[config.mk]
export PLATFORM = sky130hd
export DESIGN_NAME = sdram_pd_ctrl
export DESIGN_NICKNAME = d
export VERILOG_FILES = /design/src/rtl/sdram_pd_pkg.sv /design/src/rtl/pd_residency_timer.sv /design/src/rtl/pd_mode_capture.sv /design/src/rtl/pd_fsm.sv /design/src/rtl/sdram_pd_ctrl.sv
export SDC_FILE = /design/constraint.sdc
export NUM_CORES = 1
export LEC_CHECK = 0
export CORE_MARGIN = 2
export CORE_UTILIZATION = 37
export CTS_CLUSTER_DIAMETER = 30
export DETAILED_ROUTE_END_ITERATION = 6
export DONT_BUFFER_PORTS = 1
export PLACE_DENSITY_LB_ADDON = 0.25
export SLEW_MARGIN = 0
export SYNTH_ARGS = -nofsm -noshare
export SYNTH_HDL_FRONTEND = slang
export SYNTH_HIERARCHICAL = 1
export SYNTH_SLANG_ARGS = --single-unit
[constraint.sdc]
create_clock -name clk -period 2.5 [get_ports clk]
set_input_delay 0.5 -clock clk [delete_from_list [all_inputs] [get_ports clk]]
set_output_delay 0.5 -clock clk [all_outputs]
set_load 0.05 [all_outputs]
[src/rtl/sdram_pd_pkg.sv]
package sdram_pd_pkg;

    typedef enum logic [1:0] {
        ST_RUN   = 2'd0,
        ST_ENTER = 2'd1,
        ST_DOZE  = 2'd2,
        ST_WAKE  = 2'd3
    } pd_state_t;

    typedef enum logic [1:0] {
        PDM_NONE      = 2'b00,
        PDM_PRECHARGE = 2'b01,
        PDM_ACTIVE    = 2'b10
    } pd_mode_t;

endpackage

[src/rtl/pd_residency_timer.sv]
module pd_residency_timer #(
    parameter int LIMIT = 16
) (
    input  logic clk,
    input  logic rst_n,
    input  logic clear,
    input  logic run,
    output logic expire
);
    localparam int CW = (LIMIT > 1) ? $clog2(LIMIT) : 1;
    localparam logic [CW-1:0] LAST = CW'(LIMIT - 1);

    logic [CW-1:0] cnt;

    always_ff @(posedge clk or negedge rst_n) begin
        if (!rst_n) begin
            cnt <= '0;
        end else if (clear) begin
            cnt <= '0;
        end else if (run && (cnt != LAST)) begin
            cnt <= cnt + 1'b1;
        end
    end

    assign expire = run && (cnt == LAST);

    // the count never passes the last residency cycle
    a_r8_no_overflow: assert property (@(posedge clk) disable iff (!rst_n)
        cnt <= LAST);

endmodule

[src/rtl/pd_mode_capture.sv]
module pd_mode_capture
    import sdram_pd_pkg::*;
#(
    parameter int NUM_BANKS = 4
) (
    input  logic                 clk,
    input  logic                 rst_n,
    input  logic                 capture,
    input  logic                 show,
    input  logic [NUM_BANKS-1:0] bank_open,
    output logic [1:0]           mode
);
    pd_mode_t mode_q;

    always_ff @(posedge clk or negedge rst_n) begin
        if (!rst_n) begin
            mode_q <= PDM_NONE;
        end else if (capture) begin
            mode_q <= (|bank_open) ? PDM_ACTIVE : PDM_PRECHARGE;
        end
    end

    assign mode = show ? mode_q : PDM_NONE;

    // the latched type holds for the whole residency
    a_r9_mode_stable: assert property (@(posedge clk) disable iff (!rst_n)
        (show && $past(show)) |-> $stable(mode));

endmodule

[src/rtl/pd_fsm.sv]
module pd_fsm
    import sdram_pd_pkg::*;
(
    input  logic clk,
    input  logic rst_n,
    input  logic idle_req,
    input  logic wake_req,
    input  logic busy,
    input  logic expire,
    output logic capture,
    output logic timer_clear,
    output logic in_doze,
    output logic cke,
    output logic cmd_nop,
    output logic ready
);
    pd_state_t state, state_nx;

    always_comb begin
        state_nx = state;
        unique case (state)
            ST_RUN:   if (idle_req && !busy && !wake_req) state_nx = ST_ENTER;
            ST_ENTER: state_nx = (busy || wake_req) ? ST_RUN : ST_DOZE;
            ST_DOZE:  if (wake_req || expire) state_nx = ST_WAKE;
            ST_WAKE:  state_nx = ST_RUN;
        endcase
    end

    always_ff @(posedge clk or negedge rst_n) begin
        if (!rst_n) state <= ST_RUN;
        else        state <= state_nx;
    end

    always_comb begin
        cke         = 1'b1;
        cmd_nop     = 1'b1;
        ready       = 1'b0;
        capture     = 1'b0;
        timer_clear = 1'b0;
        in_doze     = 1'b0;
        unique case (state)
            ST_RUN: begin
                cmd_nop = 1'b0;
                ready   = 1'b1;
            end
            ST_ENTER: begin
                capture     = 1'b1;
                timer_clear = 1'b1;
            end
            ST_DOZE: begin
                cke     = 1'b0;
                in_doze = 1'b1;
            end
            ST_WAKE: ;
        endcase
    end

    // clock enable is only ever low under a NOP
    a_r6_nop_when_low: assert property (@(posedge clk) disable iff (!rst_n)
        !cke |-> cmd_nop);
    // clock enable falls only after a cycle without busy or wake
    a_r3_entry_not_busy: assert property (@(posedge clk) disable iff (!rst_n)
        $fell(cke) |-> $past(!busy && !wake_req));
    // exit cycle is a NOP, and ready follows one cycle later
    a_r7_exit_nop: assert property (@(posedge clk) disable iff (!rst_n)
        $rose(cke) |-> (cmd_nop && !ready));
    a_r7_ready_after: assert property (@(posedge clk) disable iff (!rst_n)
        $rose(cke) |=> (ready && !cmd_nop));
    // ready implies normal operation with clock enable high
    a_r2_ready_run: assert property (@(posedge clk) disable iff (!rst_n)
        ready |-> (cke && !cmd_nop));

endmodule

[src/rtl/sdram_pd_ctrl.sv]
module sdram_pd_ctrl
    import sdram_pd_pkg::*;
#(
    parameter int NUM_BANKS      = 4,
    parameter int REFRESH_CYCLES = 6_400_000,
    parameter int EXIT_MARGIN    = 16
) (
    input  logic                 clk,
    input  logic                 rst_n,
    input  logic                 idle_req,
    input  logic                 wake_req,
    input  logic                 busy,
    input  logic [NUM_BANKS-1:0] bank_open,
    output logic                 cke,
    output logic                 cmd_nop,
    output logic [1:0]           pd_mode,
    output logic                 ready
);
    localparam int LIMIT = REFRESH_CYCLES - EXIT_MARGIN;

    logic capture, timer_clear, in_doze, expire;

    pd_fsm u_fsm (
        .clk         (clk),
        .rst_n       (rst_n),
        .idle_req    (idle_req),
        .wake_req    (wake_req),
        .busy        (busy),
        .expire      (expire),
        .capture     (capture),
        .timer_clear (timer_clear),
        .in_doze     (in_doze),
        .cke         (cke),
        .cmd_nop     (cmd_nop),
        .ready       (ready)
    );

    pd_residency_timer #(.LIMIT(LIMIT)) u_timer (
        .clk    (clk),
        .rst_n  (rst_n),
        .clear  (timer_clear),
        .run    (in_doze),
        .expire (expire)
    );

    pd_mode_capture #(.NUM_BANKS(NUM_BANKS)) u_mode (
        .clk       (clk),
        .rst_n     (rst_n),
        .capture   (capture),
        .show      (in_doze),
        .bank_open (bank_open),
        .mode      (pd_mode)
    );

    // mode reported on entry matches the open-bank pattern of the entry cycle
    a_r5_mode_on_entry: assert property (@(posedge clk) disable iff (!rst_n)
        $fell(cke) |-> (pd_mode == ($past(|bank_open) ? PDM_ACTIVE : PDM_PRECHARGE)));
    // no mode is reported while clock enable is high
    a_r5_mode_none: assert property (@(posedge clk) disable iff (!rst_n)
        cke |-> (pd_mode == PDM_NONE));

endmodule

==> results of run 1 <==
## Yosys cell counts, types with 2 or more instances
library cell,n,area [µm²]
mux2_1,2,22.5
nor2_1,13,48.8
nand3_1,6,30.0
o21ai_0,6,30.0
o31ai_1,7,52.6
nand2_1,5,18.8
or4b_1,2,20.0
inv_1,4,15.0
nand2b_1,3,18.8
clkbuf_1,2,7.51
and4_4,2,22.5
and3_1,6,37.5
a21oi_1,15,75.1
dfrtp_1,27,676
nor4b_1,2,17.5
or3_1,5,31.3
nor2b_1,4,25.0
and2_1,4,25.0
nand4_1,9,56.3
buf_2,3,15.0
and4_1,3,26.3
or4_1,7,52.6
xor2_1,6,52.6
## logic make-up (layout without fill, tap and decap cells)
family	after synthesis	count (layout)	synth area share
and+or+nand+nor	77	77	0.321
AOI/OAI and AO/OA	34	34	0.133
DFF	27	27	0.437
buffers and inverters	12	11	0.0389
xor gates and xnor gates	6	6	0.0340
muxes	4	4	0.0283
adders and majority gates	1	1	0.00810
## state kept, by name (all words and copies together) (netlist names), named ones only
register / cells
u_timer/cnt: 23
u_fsm/state: 1
u_mode/mode_q: 2
## cell usage in the layout (no fill, tap or decap), types with 2 or more instances in the layout
cell type / Yosys / routed
a21oi_1: 15 / 15
and2_1: 4 / 4
and3_1: 6 / 6
and4_1: 3 / 3
and4_4: 2 / 2
buf_4: 1 / 2
clkbuf_8: 0 / 3
dfrtp_1: 27 / 27
inv_1: 4 / 4
mux2_1: 2 / 2
nand2_1: 5 / 5
nand2b_1: 3 / 3
nand3_1: 6 / 6
nand4_1: 9 / 9
nor2_1: 13 / 13
nor2b_1: 4 / 4
nor4b_1: 2 / 2
o21ai_0: 6 / 6
o31ai_1: 7 / 7
or3_1: 5 / 5
or4_1: 7 / 7
or4b_1: 2 / 2
xor2_1: 6 / 6
## worst max-delay path: cells and delay by family, from the launching register on
family | cells | cell delay [ps]
DFF | 1 | 390
and+or+nand+nor | 2 | 930
## power groups by stage
stage | combinational, mW | clock, mW | sequential (mW)
CTS | 0.362 | 0.253 | 0.517
floorplan | 0.304 | 0 | 0.516
global route | 0.392 | 0.275 | 0.528
detailed placement | 0.348 | 0 | 0.525
global placement | 0.336 | 0 | 0.523
finish | 0.358 | 0.240 | 0.519
## layer usage
layer	up-vias	routed length, µm	GRT usage
met1	635	1490	0.194
li1	603	-	-
met2	16	1540	0.267
met3	2	79	0.0390
met5	-	0	0
met4	0	25	0.0450
## path summary, 6_finish.rpt
path                                             from                            to  slack [ps]  cells after the start
min in group clk                         bank_open[1]  u_mode/mode_q[0]$_DFFE_PN0P_         310                      1
min reg2reg                u_fsm/state[0]$_DFFE_PN0P_    u_fsm/state[0]$_DFFE_PN0P_         480                      1
max reg2reg                                 flip-flop   u_timer/cnt[17]$_DFFE_PN0P_         450                      5
max                                         flip-flop                    pd_mode[0]         410                      2
max in group asynchronous                       rst_n   u_timer/cnt[16]$_DFFE_PN0P_        2310                      1
min                                             rst_n    u_timer/cnt[5]$_DFFE_PN0P_          40                      1
## stage by stage
stage / setup slack [ps] / utilization / cells / total power, mW / hold WS [ps]
global route: 254 / 0.411 / 210 / 1.19 / 25.3
finish: 407 / 0.411 / 210 / 1.12 / 39.4
CTS: 408 / 0.411 / 210 / 1.13 / 35.6
floorplan: 599 / - / 161 / 0.820 / 204
detailed placement: 494 / 0.394 / 205 / 0.873 / 205
global placement: 584 / 0.394 / 205 / 0.859 / 205
## layout make-up
class	instances	area [µm²]
Multi-Input combinational cell	122	810
Sequential cell	27	676
Tap cell	50	62.6
Inverter	4	15.0
Timing Repair Buffer	3	35.0
Clock buffer	4	45.0
Fill cell	390	2360
==> results.cfg, run 1 <==
[floorplan]
start_util = 0.386
dieArea_um2 = 4710
die_h_um = 68.6
coreArea_um2 = 4000
rows = 23
die_w_um = 68.6
num_io_pins = 14

[sta]
finalHoldViolCount = 0
drv_slew = 0
clock_skew_ps = 3.00
finalCritPeriodShare = 0.837
max_freq_mhz = 478
worst_pin_slew_ps = 492
min_period_ps = 2090
max-slew-margin-rel = 0.675
grt_setup_unrepaired = no
fin_tns_setup_ps = 0
setup_violations = 0

[logic_synthesis]
yosysSeqAreaShare = 0.437
syn_inst = 161
ys_ff_latch = 27
async_reset_ff_frac = 1.00
synth.distinct_cells = 41
synth-edff-count = 0
synth_ff_type = dfrtp_1
syn_avg_cell_area_um2 = 9.60
synth_nets = 171
synth.cell_area_um2 = 1550
yosys_warnings = 6

[cts]
hold_buffers = 1
numCtsBuffers = 3
clkSinkCount = 27
clkTransAtPathRegs_ps = 90
cts_max_level = 1
cts.path.max_buffers = 2
post_cts_resize_count = 0
cts_tree = built
cts_setup_buffers = 0
cts_root_buf = clkbuf_8
clk_latency_ps = 270

[global_routing]
antenna_found_initial = 0
grt_pass1_wl_mm = 5.57
grt_max_degree = 32
grt_usage = 0.156
grt_pass1_vias = 1243
gr-total-overflow = 0

[critical_path]
crit_required_ps = 2000
slowest_delay_ps = 510
path_max_fanout = 8
path_class = reg -> out
path_cells = nor2b_1 -> and2_1
end_kind = output port
cp-start-kind = flip-flop
crit_slowest_cell = and2_1
worstPathArrival_ps = 1590

[layout]
areaGrowthSynthToFinish_pct = 6.32
final_nets = 171
n_antenna_cell = 0
final_cell_area_um2 = 1640
drive_gt1_frac = 0.0875

[pwr]
power.internal_mw = 0.695
netSwitchingPower_mw = 0.422
p_sw_frac = 0.378
ir_drop_mv = 0.515
clock_power_share = 0.215
powerDensity_nw_per_um2 = 680
leakage_nw = 0.693
power_frac_comb = 0.321
seqPwrFrac = 0.464

[placed_design]
dpl-instance-area_um2 = 1580
hpwl_mm = 2.16
port-buffer-count = 0
gp_congestion = 0.758

[route]
viasPerCell = 5.98
drtIter0Drc = 68
routedWlPerCell_um = 14.9
wl_mm = 3.14
num_vias = 1256
antenna_left = 0
firstDrtPassIters = 4
drcViolationCount = 0

[min_path]
hp-class = in -> async

[outcome]
outcome = complete, no violations

[run]
max_cap_violations = 0
(Power assumes the default switching activity.)
==> inputs of run 2 (changes only) <==
clock period = 2.1 ns   (was 2.5 ns; I/O delays follow)
==> results.cfg, run 2 (synthesized netlist as in run 1, its figures left out) <==
[outcome]
outcome = complete, no violations

[sta]
min_period_ps = 1920
clock_skew_ps = 3.34
max-slew-margin-rel = 0.633
max_freq_mhz = 520
fin_tns_setup_ps = 0
worst_pin_slew_ps = 543
setup_violations = 0
finalHoldViolCount = 0
drv_slew = 0
finalCritPeriodShare = 0.915
grt_setup_unrepaired = no
final.setup.worst_slack_ps = 178

[global_routing]
grt_pass1_vias = 1214
grt_usage = 0.159
use_met3 = 0.0406
antenna_found_initial = 0
grt_pass1_wl_mm = 5.62
use_met2 = 0.284
gr-total-overflow = 0
grt_max_degree = 32
grt_busiest_layer = met2
use_met1 = 0.193

[route]
num_vias = 1256
drcViolationCount = 0
routedWlPerCell_um = 15.3
wl_mm = 3.29
firstDrtPassIters = 4
antenna_left = 0
viasPerCell = 5.84
drtIter0Drc = 41

[layout]
n_antenna_cell = 0
reg_top3 = u_timer/cnt x23, u_mode/mode_q x2, u_fsm/state x1
areaGrowthSynthToFinish_pct = 8.91
nFillCells = 381
final_common_cell = dfrtp_1
multiInputGateArea_um2 = 810
final_nets = 176
finalNonFillerCells = 215
largest_reg_flops = 23
final_cell_area_um2 = 1680
seq_area_um2 = 676
regMostFlops = u_timer/cnt
drive_gt1_frac = 0.109
fin_util = 0.421
mostFrequentLayoutCells = dfrtp_1, a21oi_1, nor2_1

[min_path]
min_path_cells = 1
hp-class = in -> reg

[cts]
clkSinkCount = 27
numCtsBuffers = 3
clk_latency_ps = 270
cts_setup_buffers = 0
post_cts_resize_count = 0
cts_root_buf = clkbuf_8
cts.path.max_buffers = 2
cts_tree = built
clkTransAtPathRegs_ps = 90
cts_max_level = 1

[floorplan]
num_io_pins = 14
start_util = 0.386
coreArea_um2 = 4000
dieArea_um2 = 4710
die_w_um = 68.6
rows = 23
die_h_um = 68.6

[placed_design]
dp_cells = 209
pre_cts_ws_ps = 190
dpl-instance-area_um2 = 1610
hpwl_mm = 2.33
port-buffer-count = 0
gp_congestion = 0.821

[critical_path]
crit_required_ps = 2260
endpoint = u_timer/cnt[3]$_DFFE_PN0P_
worst_r2r_path_depth = 5
path_cells = ha_1 -> and3_1 -> and3_1 -> a211oi_1 -> mux2_1
worstPathArrival_ps = 2080
crit_slowest_cell = dfrtp_1
r2r_end = u_timer/cnt[3]$_DFFE_PN0P_
slowest_delay_ps = 430
end_kind = flip-flop
cp-start-kind = flip-flop
path_max_fanout = 5
cpMostUsedCell = and3_1
crit_start = u_timer/cnt[0]$_DFFE_PN0P_
path_class = reg -> reg
r2r_slack_ps = 180
reg2reg_from = u_timer/cnt[0]$_DFFE_PN0P_

[pwr]
leakage_nw = 0.719
ir_drop_mv = 0.656
powerDensity_nw_per_um2 = 811

[run]
max_cap_violations = 0
-- run 2: area by class of cell --
cell class,instances,area share
tap,50,0.0372
timing repair buffer,8,0.0446
clock buffer,4,0.0268
inverter,4,0.00892
multi-input combinational,122,0.481
sequential,27,0.401
-- run 2: worst max-delay path, delay by kind of cell, from the launching register on --
family                     cells  cell delay [ps]
DFF                            1              430
muxes                          1              360
and+or+nand+nor                2              460
AOI/OAI and AO/OA              1              330
adders and majority gates      1              240
-- run 2: how the worst min path moves through the flow --
stage / from / slack (ps) / to
CTS: bank_open[1] / 230 / u_mode/mode_q[0]$_DFFE_PN0P_
global route: bank_open[1] / 230 / u_mode/mode_q[0]$_DFFE_PN0P_
floorplan: rst_n / 120 / asynchronous set/reset pin
finish: bank_open[1] / 230 / u_mode/mode_q[0]$_DFFE_PN0P_
global placement: rst_n / 120 / u_mode/mode_q[1]$_DFFE_PN0P_
detailed placement: rst_n / 130 / asynchronous set/reset pin
-- run 2: power breakdown --
group          leakage (nW)  switching, mW  internal, mW
logic                 0.328          0.308         0.144
registers             0.368         0.0466         0.570
clock network        0.0228          0.161         0.136
-- run 2: layer usage --
layer  up-vias  part of all wire
met4         0            0.0076
met5         -                 0
met3         2             0.026
li1        609                 -
met1       633              0.45
met2        12              0.51
-- run 2: stage by stage --
step / hold slack, ps / power (mW)
after floorplan: 124 / 0.976
after global placement: 125 / 1.05
after detailed placement: 125 / 1.07
after CTS: 226 / 1.38
after global routing: 229 / 1.45
final: 229 / 1.37
-- run 2: what timing repair did --
item	4_1_cts	5_1_grt
hold buffers	2	0
hold endpoints to repair	27	0
endpoints found under the setup margin	0	0
